File: src/rtl/vfd_pkg.sv
package vfd_pkg;

  typedef enum logic [1:0] {
    PK_EQ    = 2'd0,
    PK_LINE  = 2'd1,
    PK_BROAD = 2'd2
  } pulse_kind_t;

  // Width thresholds: at or below eq_max is equalising, from broad_min up is broad.
  function automatic pulse_kind_t kind_of_width(input logic [31:0] w,
                                                input logic [31:0] eq_max,
                                                input logic [31:0] broad_min);
    if (w >= broad_min) return PK_BROAD;
    if (w > eq_max) return PK_LINE;
    return PK_EQ;
  endfunction

  // A full-line lead (not a half-line one) marks an odd field.
  function automatic logic gap_is_full_line(input logic [31:0] gap,
                                            input logic [31:0] split);
    return gap >= split;
  endfunction

endpackage

File: src/rtl/vfd_edge_meter.sv
module vfd_edge_meter #(
  parameter int CNT_W = 16
) (
  input  logic             clk,
  input  logic             rst_n,
  input  logic             csync_n,
  output logic             lvl_q,
  output logic             fall,
  output logic             rise,
  output logic [CNT_W-1:0] run_len,
  output logic [CNT_W-1:0] width
);
  localparam logic [CNT_W-1:0] MAXV = {CNT_W{1'b1}};

  logic lvl_d1;

  always_ff @(posedge clk or negedge rst_n) begin
    if (!rst_n) begin
      lvl_q  <= 1'b1;
      lvl_d1 <= 1'b1;
    end else begin
      lvl_q  <= csync_n;
      lvl_d1 <= lvl_q;
    end
  end

  assign fall = lvl_d1 & ~lvl_q;
  assign rise = ~lvl_d1 & lvl_q;

  // Low samples in the current run, including this one.
  always_comb begin
    if (fall)               run_len = {{(CNT_W-1){1'b0}}, 1'b1};
    else if (width == MAXV) run_len = width;
    else                    run_len = width + 1'b1;
  end

  // Holds the finished pulse width through the high interval.
  always_ff @(posedge clk or negedge rst_n) begin
    if (!rst_n)      width <= '0;
    else if (!lvl_q) width <= run_len;
  end

endmodule

File: src/rtl/vfd_pulse_classifier.sv
module vfd_pulse_classifier
  import vfd_pkg::*;
#(
  parameter int CNT_W       = 16,
  parameter int EQ_MAX      = 80,
  parameter int BROAD_MIN   = 324,
  parameter int DEFAULT_DLY = 1015
) (
  input  logic             lvl_q,
  input  logic             rise,
  input  logic [CNT_W-1:0] run_len,
  input  logic [CNT_W-1:0] width,
  output logic             eq_end,
  output logic             line_end,
  output logic             broad_end,
  output logic             long_hit
);
  localparam logic [CNT_W-1:0] DLY_C = CNT_W'(DEFAULT_DLY);

  pulse_kind_t kind;

  always_comb kind = kind_of_width(32'(width), 32'(EQ_MAX), 32'(BROAD_MIN));

  assign eq_end    = rise && (kind == PK_EQ);
  assign line_end  = rise && (kind == PK_LINE);
  assign broad_end = rise && (kind == PK_BROAD);
  assign long_hit  = ~lvl_q && (run_len == DLY_C);

endmodule

File: src/rtl/vfd_gap_tracker.sv
module vfd_gap_tracker #(
  parameter int CNT_W = 16
) (
  input  logic             clk,
  input  logic             rst_n,
  input  logic             fall,
  input  logic             line_end,
  input  logic [CNT_W-1:0] width,
  output logic [CNT_W-1:0] lead_gap
);
  localparam logic [CNT_W-1:0] MAXV = {CNT_W{1'b1}};

  logic [CNT_W-1:0] since_line;

  function automatic logic [CNT_W-1:0] sat_inc(input logic [CNT_W-1:0] v);
    return (v == MAXV) ? v : v + 1'b1;
  endfunction

  // since_line: edges elapsed since the latest line sync pulse went low.
  always_ff @(posedge clk or negedge rst_n) begin
    if (!rst_n) begin
      since_line <= MAXV;
      lead_gap   <= MAXV;
    end else begin
      if (line_end) since_line <= sat_inc(width);
      else          since_line <= sat_inc(since_line);
      if (fall)     lead_gap   <= since_line;
    end
  end

endmodule

File: src/rtl/vfd_vsync_ctrl.sv
module vfd_vsync_ctrl
  import vfd_pkg::*;
#(
  parameter int CNT_W     = 16,
  parameter int ODD_SPLIT = 1296,
  parameter int VS_MAX    = 5184
) (
  input  logic             clk,
  input  logic             rst_n,
  input  logic             broad_end,
  input  logic             eq_end,
  input  logic             line_end,
  input  logic             long_hit,
  input  logic [CNT_W-1:0] lead_gap,
  output logic             vsync_n,
  output logic             odd_field,
  output logic             ev_start,
  output logic             ev_stop,
  output logic             ev_timeout
);
  localparam int TMR_W = (VS_MAX > 2) ? $clog2(VS_MAX) : 1;
  localparam logic [TMR_W-1:0] TMR_LAST = TMR_W'(VS_MAX - 1);

  logic             active;
  logic             armed;
  logic             eq_once;
  logic [TMR_W-1:0] timer;

  assign ev_start   = armed & (broad_end | long_hit);
  assign ev_timeout = active && (timer == TMR_LAST);
  assign ev_stop    = active & (ev_timeout | (eq_end & eq_once));

  always_ff @(posedge clk or negedge rst_n) begin
    if (!rst_n) begin
      active    <= 1'b0;
      armed     <= 1'b1;
      eq_once   <= 1'b0;
      timer     <= '0;
      odd_field <= 1'b0;
    end else if (ev_start) begin
      active    <= 1'b1;
      armed     <= 1'b0;
      eq_once   <= 1'b0;
      timer     <= '0;
      odd_field <= gap_is_full_line(32'(lead_gap), 32'(ODD_SPLIT));
    end else if (ev_stop) begin
      active    <= 1'b0;
    end else if (active) begin
      timer <= timer + 1'b1;
      if (broad_end)   eq_once <= 1'b0;
      else if (eq_end) eq_once <= 1'b1;
    end else if (line_end) begin
      armed <= 1'b1;
    end
  end

  assign vsync_n = ~active;

endmodule

File: src/rtl/vsync_field_detector.sv
module vsync_field_detector #(
  parameter int CNT_W       = 16,
  parameter int EQ_MAX      = 80,
  parameter int BROAD_MIN   = 324,
  parameter int DEFAULT_DLY = 1015,
  parameter int ODD_SPLIT   = 1296,
  parameter int VS_MAX      = 5184
) (
  input  logic clk,
  input  logic rst_n,
  input  logic csync_n,
  output logic vsync_n,
  output logic odd_field
);
  logic             lvl_q;
  logic             fall;
  logic             rise;
  logic [CNT_W-1:0] run_len;
  logic [CNT_W-1:0] width;
  logic             eq_end;
  logic             line_end;
  logic             broad_end;
  logic             long_hit;
  logic [CNT_W-1:0] lead_gap;
  logic             ev_start;
  logic             ev_stop;
  logic             ev_timeout;

  vfd_edge_meter #(.CNT_W(CNT_W)) u_meter (
    .clk(clk), .rst_n(rst_n), .csync_n(csync_n),
    .lvl_q(lvl_q), .fall(fall), .rise(rise),
    .run_len(run_len), .width(width)
  );

  vfd_pulse_classifier #(
    .CNT_W(CNT_W), .EQ_MAX(EQ_MAX), .BROAD_MIN(BROAD_MIN), .DEFAULT_DLY(DEFAULT_DLY)
  ) u_class (
    .lvl_q(lvl_q), .rise(rise), .run_len(run_len), .width(width),
    .eq_end(eq_end), .line_end(line_end), .broad_end(broad_end), .long_hit(long_hit)
  );

  vfd_gap_tracker #(.CNT_W(CNT_W)) u_gap (
    .clk(clk), .rst_n(rst_n), .fall(fall), .line_end(line_end),
    .width(width), .lead_gap(lead_gap)
  );

  vfd_vsync_ctrl #(
    .CNT_W(CNT_W), .ODD_SPLIT(ODD_SPLIT), .VS_MAX(VS_MAX)
  ) u_ctrl (
    .clk(clk), .rst_n(rst_n),
    .broad_end(broad_end), .eq_end(eq_end), .line_end(line_end), .long_hit(long_hit),
    .lead_gap(lead_gap),
    .vsync_n(vsync_n), .odd_field(odd_field),
    .ev_start(ev_start), .ev_stop(ev_stop), .ev_timeout(ev_timeout)
  );

endmodule

File: config.mk
export PLATFORM = sky130hd
export DESIGN_NAME = vsync_field_detector
export DESIGN_NICKNAME = d
export VERILOG_FILES = /design/src/rtl/vfd_pkg.sv /design/src/rtl/vfd_edge_meter.sv /design/src/rtl/vfd_pulse_classifier.sv /design/src/rtl/vfd_gap_tracker.sv /design/src/rtl/vfd_vsync_ctrl.sv /design/src/rtl/vsync_field_detector.sv
export SDC_FILE = /design/constraint.sdc
export NUM_CORES = 1
export LEC_CHECK = 0
export ABC_AREA = 1
export CAP_MARGIN = 10
export CORE_MARGIN = 2
export CORE_UTILIZATION = 50
export DETAILED_ROUTE_END_ITERATION = 16
export PLACE_DENSITY = 0.66
export SLEW_MARGIN = 5
export SYNTH_ARGS = -nofsm -noshare
export SYNTH_HDL_FRONTEND = slang
export SYNTH_HIERARCHICAL = 1
export SYNTH_SLANG_ARGS = --single-unit
File: constraint.sdc
create_clock -name clk -period 3.4 [get_ports clk]
set_input_delay 0.34 -clock clk [delete_from_list [all_inputs] [get_ports clk]]
set_output_delay 0.34 -clock clk [all_outputs]
set_load 0.02 [all_outputs]
==> metrics.md <==
| Metric | Value |
|---|---|
| Initial antenna violation count | 0 |
| Worst skew pair latency | 340 ps |
| Cell chain of the critical path | ha_1 > nand3_2 > inv_2 > nand2_4 > nor2_8 > inv_4 > nand3_1 > nand2_1 > inv_1 > nor4_1 > nand3b_1 > nor2_1 > o21ai_4 > inv_2 > nor2_4 > nand3_4 > inv_1 > nand3_1 > nand2_1 |
| All-Layer GR Usage | 23.3% |
| 1st-iter DRT viols | 260 |
| CORE AREA | 9110 µm² |
| Net Sw Frac | 25.6% |
| Critical path type | register to register |
| Cell Area, Synth | 4620 µm² |
| Mean post-synth cell area | 6.88 µm² |
| Die Wd | 100 µm |
| Area delta synth->final | 9.40% |
| Post-synth net total | 678 |
| Clock tree buffer depth | 2 |
| Pins Over Slew Limit | 0 |
| Inserted Diodes | 0 |
| Slew @ Worst Pin | 651 ps |
| Non-filler cells, final | 806 |
| Cts hold-fix bufs | 0 |
| PortBufs | 4 |
| Final setup TNS | 0 ps |
| Net Sw Power | 0.421 mW |
| Most frequent cells in the layout | 182 x nand2_1, 83 x nor2_1, 79 x nand3_1, 77 x inv_1 |
| RSZ-0062 raised after global routing | false |
| Routed Antenna Nets | 0 |
| Clock share of power | 41.1% |
| Hold Vio Cnt, Final | 0 |
| Placer Congestion | 0.978 |
| CP Capture Type | register |
| Achievable Freq | 315 MHz |
| Via count | 4291 |
| # Max-Cap Violations | 0 |
| Most common cell after layout, fill and taps aside | nand2_1 |
| Cts bufs inserted | 9 |
| Overflow after GRT | 0 |
| Clock Skews | 6.69 ps |
| Reg2reg end | u_ctrl/timer[8]$_DFFE_PN0P_ |
| Worst endpoint data arrival time | 3400 ps |
| # setup viols final | 0 |
| Largest net degree at the start of global routing | 29 |
| Critical path startpoint category | register |
| R2r setup slk | 230 ps |
| Die Area | 10000 µm² |
| WP data required | 3630 ps |
| # clock sinks | 63 |
| Dpl cells | 790 |
| Worst Hold Class | input port to async pin |
| First-pass iteration count of the detailed router | 5 |
| Root Buffer | clkbuf_8 |
| Placed inst area | 4840 µm² |
| Fin nets | 697 |
| LEAKAGE | 2.49 nW |
| Worst-path clk slew | 70 ps |
| Combinational group share of total power | 9.7% |
| Worst reg-to-reg path cell count | 19 |
| Internal power | 1.22 mW |
| Design Area, Final | 5050 µm² |
| Hold Slack | 215 ps |
| FF-to-FF Start | u_meter/width[0]$_DFFE_PN0N_ |
| Maximum vdd drop | 201 µV |
| Relative slew margins | 56.2% |
| Critical path's largest stage delay | 390 ps |
| Final Cycle Share | 93.3% |
| # IOs | 5 |
| Postcts setup bufs | 0 |
| Dpl hpwl | 8.33 mm |
| Vias/cell | 5.32 |
| CTS H-tree depth | 3 |
| Status | finished clean |
| Period minus WS final | 3170 ps |
| DRC viols | 0 |
| Number of warnings issued by yosys | 6 |
| Crit path max fanout | 21 |
| Post-Syn Instances | 671 |
| WL per Instance | 13.7 µm |
| Row count | 35 |
| CP max stage cell | dfrtp_1 |
| Vias in the first global route | 3939 |
| Flop pwr share | 49.2% |
| Die Y | 100 µm |
| Share of cells above drive strength 1 | 17.4% |
| CTS tree | done |
| Initial Util | 50.7% |
| Drt total wl | 11.1 mm |
| Power per standard cell area | 325 nW/µm² |
| First-pass GRT wire length | 18.6 mm |
==> layout make-up <==
class | instances | area, µm²
clock inverter | 3 | 42.5
fill | 895 | 4060
timing repair buffer | 23 | 178
multi-input combinational | 509 | 2600
sequential | 63 | 1620
inverter | 84 | 318
clock buffer | 13 | 159
tap | 111 | 139
==> state kept, by name, summed over array words and instances (netlist names) <==
register and count:
u_ctrl/odd_field 1, u_gap/lead_gap 12, u_ctrl/armed 1, u_meter/lvl_d1 1, u_meter/width 16, u_meter/lvl_q 1
u_ctrl/active 1, u_gap/since_line 16, u_ctrl/timer 13, u_ctrl/eq_once 1
==> critical path: cells and delay by family (launching register included) <==
family / cells / cell delay (ps)
adder cells (fa/ha/maj): 1 / 270
buffers and inverters: 5 / 620
AND/OR/NAND/NOR: 12 / 1580
AO/OA/AOI/OAI: 1 / 180
flip-flops: 1 / 390
==> worst max-delay path by stage <==
| stage | startpoint | depth (start not counted) | to |
|---|---|---|---|
| 5_1_grt | u_meter/width[0]$_DFFE_PN0N_ | 19 | u_ctrl/timer[8]$_DFFE_PN0P_ |
| 2_1_floorplan | u_meter/width[0]$_DFFE_PN0N_ | 21 | u_ctrl/timer[12]$_DFFE_PN0P_ |
| 4_1_cts | u_meter/width[7]$_DFFE_PN0N_ | 18 | u_ctrl/timer[8]$_DFFE_PN0P_ |
| 3_3_place_gp | u_meter/width[0]$_DFFE_PN0N_ | 19 | u_ctrl/timer[9]$_DFFE_PN0P_ |
| 3_5_place_dp | u_meter/width[0]$_DFFE_PN0N_ | 19 | u_ctrl/timer[8]$_DFFE_PN0P_ |
| 6_report | u_meter/width[0]$_DFFE_PN0N_ | 19 | u_ctrl/timer[8]$_DFFE_PN0P_ |
==> layer usage <==
metal / part of all wire, % / track usage [%] / vias to the layer above
met4: 1.3 / 8.22 / 0
met2: 46 / 35.8 / 90
met1: 48 / 32.9 / 1984
met5: 0 / 0 / -
li1: - / - / 2198
met3: 4.7 / 4.39 / 19
==> timing repair <==
item / 4_1_cts / 5_1_grt
gates resized for setup: 0 / 2
setup endpoints to repair: 0 / 12
endpoints found under the hold margin: 0 / 0
==> stage by stage <==
step | utilization [%] | setup WS [ps] | power (mW)
floorplan | - | 782 | 0.914
global placement | 53.2 | 318 | 0.978
detailed placement | 53.2 | 194 | 0.979
CTS | 55.4 | 178 | 1.66
global route | 55.5 | 13.9 | 1.73
finish | 55.5 | 226 | 1.64
==> power by group through the flow <==
stage	Combinational (mW)	Sequential (mW)	Clock, mW
floorplan	0.0874	0.827	0
global placement	0.158	0.820	0
detailed placement	0.159	0.821	0
CTS	0.160	0.808	0.697
global route	0.179	0.811	0.736
finish	0.159	0.809	0.675
Note: power is estimated with default switching activity, not from simulation.
